$ cat src/rtl/lcs_pkg.sv
package lcs_pkg;
  typedef struct packed {
    logic clearAge;
    logic stepAge;
  } lcsStrobes_t;

  typedef enum logic [1:0] {
    ST_IDLE  = 2'd0,
    ST_WAIT  = 2'd1,
    ST_OWNED = 2'd2
  } lcsState_t;
endpackage

$ cat src/rtl/lcs_datapath.sv
module lcs_datapath
  import lcs_pkg::*;
#(
  parameter int DELAY_W = 4,
  parameter int SNOOP_W = 4
) (
  input  logic               clk,
  input  logic               rst_n,
  input  lcsStrobes_t        strb,
  input  logic [DELAY_W-1:0] hitDelay,
  input  logic [SNOOP_W-1:0] snoopWait,
  output logic               atSample,
  output logic               atRetryWin
);
  localparam int AW = ((DELAY_W > SNOOP_W) ? DELAY_W : SNOOP_W) + 1;
  localparam logic [AW-1:0] AGE_MAX = '1;

  logic [AW-1:0] age;
  logic [AW-1:0] sampleAt;
  logic [AW-1:0] retryAt;

  assign sampleAt = AW'(hitDelay);
  assign retryAt  = AW'(snoopWait) + AW'(1);

  always_ff @(posedge clk) begin
    if (!rst_n)
      age <= '0;
    else if (strb.clearAge)
      age <= '0;
    else if (strb.stepAge && age != AGE_MAX)
      age <= age + AW'(1);
  end

  assign atSample   = (age == sampleAt);
  assign atRetryWin = (age == retryAt);

  // a fresh tenure restarts the age count from zero
  p_age_clear_r2: assert property (@(posedge clk) disable iff (!rst_n)
    strb.clearAge |=> (age == '0));

  // age never wraps back while stepping
  p_age_nowrap_r2: assert property (@(posedge clk) disable iff (!rst_n)
    (strb.stepAge && !strb.clearAge && age == AGE_MAX) |=> (age == AGE_MAX));
endmodule

$ cat src/rtl/lcs_control.sv
module lcs_control
  import lcs_pkg::*;
(
  input  logic        clk,
  input  logic        rst_n,
  input  logic        tenureStart,
  input  logic        claimIn,
  input  logic        claimEnable,
  input  logic        extRetry,
  input  logic        slaveAck,
  input  logic        slaveLast,
  input  logic        xferErr,
  input  logic        atSample,
  input  logic        atRetryWin,
  output lcsStrobes_t strb,
  output logic        addrAck,
  output logic        localGrant,
  output logic        internalSel
);
  lcsState_t state, nextState;
  logic retryHit;
  logic takeClaim;
  logic passOn;
  logic endOwned;

  assign retryHit  = atRetryWin && extRetry;
  assign takeClaim = (state == ST_WAIT) && !retryHit && atSample && claimEnable && claimIn;
  assign passOn    = (state == ST_WAIT) && !retryHit && atSample && !(claimEnable && claimIn);
  assign endOwned  = retryHit || xferErr || (slaveAck && slaveLast);

  always_comb begin
    strb      = '0;
    nextState = state;
    unique case (state)
      ST_IDLE: begin
        if (tenureStart) begin
          strb.clearAge = 1'b1;
          nextState     = ST_WAIT;
        end
      end
      ST_WAIT: begin
        strb.stepAge = 1'b1;
        if (retryHit)       nextState = ST_IDLE;
        else if (takeClaim) nextState = ST_OWNED;
        else if (passOn)    nextState = ST_IDLE;
      end
      ST_OWNED: begin
        strb.stepAge = 1'b1;
        if (endOwned) nextState = ST_IDLE;
      end
      default: nextState = ST_IDLE;
    endcase
  end

  always_ff @(posedge clk) begin
    if (!rst_n) begin
      state       <= ST_IDLE;
      addrAck     <= 1'b0;
      internalSel <= 1'b0;
    end else begin
      state       <= nextState;
      addrAck     <= takeClaim;
      internalSel <= passOn;
    end
  end

  assign localGrant = (state == ST_OWNED);

  // a grant only ever follows an enabled, asserted claim
  p_claim_gated_r1: assert property (@(posedge clk) disable iff (!rst_n)
    $rose(localGrant) |-> $past(claimEnable && claimIn));

  // the address acknowledge is a single clock and comes with the grant
  p_ack_pulse_r3: assert property (@(posedge clk) disable iff (!rst_n)
    addrAck |=> !addrAck);
  p_ack_with_grant_r3: assert property (@(posedge clk) disable iff (!rst_n)
    addrAck |-> localGrant);

  // the hand-off pulse is single and exclusive with the grant
  p_sel_pulse_r5: assert property (@(posedge clk) disable iff (!rst_n)
    internalSel |-> (!localGrant && !addrAck));

  // the final beat releases the bus on the next clock
  p_last_drop_r6: assert property (@(posedge clk) disable iff (!rst_n)
    (localGrant && slaveAck && slaveLast) |=> !localGrant);

  // a transfer error releases the bus on the next clock
  p_err_drop_r7: assert property (@(posedge clk) disable iff (!rst_n)
    (localGrant && xferErr) |=> !localGrant);

  // a retry in the window withdraws the grant
  p_retry_cancel_r8: assert property (@(posedge clk) disable iff (!rst_n)
    (localGrant && atRetryWin && extRetry) |=> !localGrant);
endmodule

$ cat src/rtl/local_claim_sampler.sv
module local_claim_sampler
  import lcs_pkg::*;
#(
  parameter int DELAY_W = 4,
  parameter int SNOOP_W = 4
) (
  input  logic               clk,
  input  logic               rst_n,
  input  logic               tenureStart,
  input  logic               claimIn,
  input  logic               claimEnable,
  input  logic [DELAY_W-1:0] hitDelay,
  input  logic [SNOOP_W-1:0] snoopWait,
  input  logic               extRetry,
  input  logic               slaveAck,
  input  logic               slaveLast,
  input  logic               xferErr,
  output logic               addrAck,
  output logic               localGrant,
  output logic               internalSel
);
  lcsStrobes_t strb;
  logic atSample;
  logic atRetryWin;

  lcs_control ctrl_i (
    .clk         (clk),
    .rst_n       (rst_n),
    .tenureStart (tenureStart),
    .claimIn     (claimIn),
    .claimEnable (claimEnable),
    .extRetry    (extRetry),
    .slaveAck    (slaveAck),
    .slaveLast   (slaveLast),
    .xferErr     (xferErr),
    .atSample    (atSample),
    .atRetryWin  (atRetryWin),
    .strb        (strb),
    .addrAck     (addrAck),
    .localGrant  (localGrant),
    .internalSel (internalSel)
  );

  lcs_datapath #(
    .DELAY_W (DELAY_W),
    .SNOOP_W (SNOOP_W)
  ) dp_i (
    .clk        (clk),
    .rst_n      (rst_n),
    .strb       (strb),
    .hitDelay   (hitDelay),
    .snoopWait  (snoopWait),
    .atSample   (atSample),
    .atRetryWin (atRetryWin)
  );
endmodule

$ cat config.mk
export PLATFORM = sky130hd
export DESIGN_NAME = local_claim_sampler
export DESIGN_NICKNAME = d
export VERILOG_FILES = /design/src/rtl/lcs_pkg.sv /design/src/rtl/lcs_datapath.sv /design/src/rtl/lcs_control.sv /design/src/rtl/local_claim_sampler.sv
export SDC_FILE = /design/constraint.sdc
export NUM_CORES = 1
export LEC_CHECK = 0
export CAP_MARGIN = 30
export CORE_MARGIN = 2
export CORE_UTILIZATION = 40
export CTS_CLUSTER_DIAMETER = 80
export DETAILED_ROUTE_END_ITERATION = 8
export GPL_ROUTABILITY_DRIVEN = 0
export PLACE_DENSITY = 0.73
export SYNTH_ARGS = -nofsm -noshare
export SYNTH_HDL_FRONTEND = slang
export SYNTH_HIERARCHICAL = 1
export SYNTH_SLANG_ARGS = --single-unit
$ cat constraint.sdc
create_clock -name clk -period 2.63 [get_ports clk]
set_input_delay 0.789 -clock clk [delete_from_list [all_inputs] [get_ports clk]]
set_output_delay 0.789 -clock clk [all_outputs]
set_load 0.02 [all_outputs]
==> results_dict.tcl <==
set metrics [dict create \
    cts_made_buffers 3 \
    clock_latency_ps 250 \
    drc 0 \
    vias_per_cell 5.00 \
    skew_ps 5.96 \
    yosysUniqueCellTypes 29 \
    crit_type "input port to register" \
    antenna_found_initial 0 \
    nets 122 \
    max_stage_delay_ps 370 \
    ys_seq_area_share_pct 28.3 \
    clock.fmax_mhz 414 \
    crit_family "compound AO/OA/AOI/OAI gates" \
    drv_slew 0 \
    root_buffer "clkbuf_4" \
    start_kind "input port" \
    slowest_stage "a221o_1" \
    synth_nets 94 \
    grt_pass1_vias 516 \
    worst-path-buf-inv 1 \
    cts.sinks 9 \
    met1_length_um 660 \
    worstPathArrival_ps 2560 \
    n_fill_cell 130 \
    finalHoldViolations 0 \
    endpoint_kind "register" \
    finalCoreUtilization_pct 61.0 \
    fin_area_um2 918 \
    pwr_density_cell_mw_per_mm2 367 \
    die_h_um 43.9 \
    drt-wirelength-per-cell_um 11.8 \
    dieArea_mm2 0.00192 \
    synth.cell_area_um2 636 \
    hold_slack_ps 532 \
    rsz0062_at_grt "false" \
    firstDrtPassIters 4 \
    ys_ff_latch 9 \
    tightest_slew_ps 283 \
    peakVddDrop_v 0.000384 \
    clkSlewWorstSetupHoldPaths_ps 70 \
    multi_input_area_um2 462 \
    leakagePower_nw 0.377 \
    total_power_uw 337 \
    die_w_um 43.9 \
    initial_core_util_pct 42.2 \
    top_layer_used "met4" \
    synthCells 71 \
    cts_max_path_buffers 2 \
    coreArea_mm2 0.00151 \
    setup_viol 0 \
    routed_wl_um 1350 \
    dr_wl_met2_um 630 \
    area_growth_pct 44.5 \
    dpl_cell_area_um2 865 \
    seqCellArea_um2 180 \
    placedCellCount 109 \
    first_iter_violations 8 \
    fin_crit_sh_pct 91.8 \
    drtAntennaViolNets 0 \
    met3_length_um 38 \
    status "finished, final reports clean" \
    antenna_cells 0 \
    port_buffers 19 \
    vias 570 \
    min_period_ps 2420 \
    cts_max_level 1 \
    drive_gt1_share_pct 16.3 \
    worstHoldPathType "register to register" \
    instances_no_fill 114 \
    track_usage_pct 15.1 \
    grt_pass1_wl_um 2150 \
    cts_tree "yes" \
    std_cell_rows 14 \
    ios 20 \
    path_max_fanout 4 \
    path_cells "clkbuf_2 > ha_4 > o21ba_1 > a221o_1 > a2111oi_4 > nand2_2 > nand3b_1 > nand2_1 > o221a_1" \
    yosysWarnings 6 \
    syn_area_per_cell_um2 8.95 \
    hpwl_um 1020 \
    slew_headroom_pct 81.1 \
    max_cap_violations 0 \
    grt_max_degree 8 \
    worstPathRequired_ps 2770 \
    grt_overflow 0 \
]
[placed cells by master (no fill, tap or decap), types with 2 or more instances in the layout]
| cell | instances |
|---|---|
| a21oi_1 | 4 |
| buf_4 | 5 |
| clkbuf_2 | 2 |
| clkbuf_4 | 3 |
| clkdlybuf4s50_1 | 15 |
| dfxtp_1 | 9 |
| dlymetal6s2s_1 | 2 |
| ha_1 | 5 |
| inv_1 | 2 |
| nand2_1 | 8 |
| nand2b_1 | 3 |
| nand3_1 | 3 |
| nand3b_1 | 3 |
| nand4_1 | 2 |
| nor2_1 | 3 |
| xnor2_1 | 7 |
| xor2_1 | 4 |
[cells by family after synthesis]
logic type      after synthesis  share of synthesized area (%)
buf+inv                       3                           2.95
fa+ha+maj                     6                           11.8
compound gates               11                           13.8
xor+xnor                     11                           15.2
flops                         9                           28.3
simple gates                 31                           28.0
[worst reg2reg max path, cell delays in order, from the launching register on]
cell and delay (ps):
dfxtp_1 480, o21ba_1 190, a221o_1 370, a2111oi_4 360, nand2_2 110, nand3b_1 150
nand2_1 70, o221a_1 240
[power breakdown]
part	switching (mW)	total (mW)	internal [mW]
Clock	0.0484	0.107	0.0583
Sequential	0.00410	0.144	0.140
Combinational	0.0357	0.0861	0.0503
Total	0.0882	0.337	0.248
[what timing repair did]
item,4_1_cts,5_1_grt
resized for setup,4,7
endpoints found under the hold margin,0,0
pin swaps,5,6
endpoints found under the setup margin,3,2
setup buffers,1,0
hold buffers,0,0
[cell usage after synthesis]
cell	number	area share [%]
a2111oi_2	1	2.4
a21oi_1	4	3.1
a221o_1	1	1.6
a31oi_1	1	0.98
a41o_1	1	1.6
and2_1	1	0.98
and2b_2	1	1.4
and3_1	1	0.98
and3_2	1	1.2
buf_6	1	1.8
dfxtp_1	9	28
ha_1	6	12
inv_1	2	1.2
nand2_1	8	4.7
nand2_2	1	0.98
nand2b_1	3	3.0
nand3_1	3	2.4
nand3b_1	3	3.5
nand4_1	2	2.0
nand4b_2	1	2.4
nor2_1	3	1.8
nor2b_1	1	0.98
nor3_1	1	0.79
o21ai_0	1	0.79
o21ba_1	1	1.6
o221a_1	1	1.8
or3_1	1	0.98
xnor2_1	7	9.6
xor2_1	4	5.5
[registers in the layout, indices dropped and copies added (netlist names)]
register	cells
ctrl_i/state	2
ctrl_i/internalSel	1
ctrl_i/addrAck	1
dp_i/age	5
[metal layers]
metal,GRT usage [%],vias up
met4,5.45,0
met1,20.4,253
met5,0,-
li1,-,305
met2,23.2,10
met3,3.75,2
[area by class of cell]
cell class	instances	area share (%)
multi-input combinational	59	50.3
timing repair buffer	24	24.3
sequential	9	19.6
clock buffer	4	2.86
tap	16	2.18
inverter	2	0.817
[path summary, 6_finish.rpt]
kind	from	cells past startpoint	end	slack [ps]
worst min-delay path	dp_i/age[4]	2	dp_i/age[4]	530
worst min register to register	dp_i/age[4]	2	dp_i/age[4]	530
worst max-delay path	snoopWait[0]	9	ctrl_i/state[0]	210
worst max register to register	dp_i/age[2]	7	ctrl_i/state[0]	550
[stage by stage]
step / setup WS, ps / setup TNS [ps]
after floorplan: 77.2 / 0
after global placement: -459 / -1340
after detailed placement: -471 / -1440
after CTS: 90.1 / 0
after global routing: 55.3 / 0
final: 215 / 0
No activity file was read; power rests on OpenSTA's default activity.
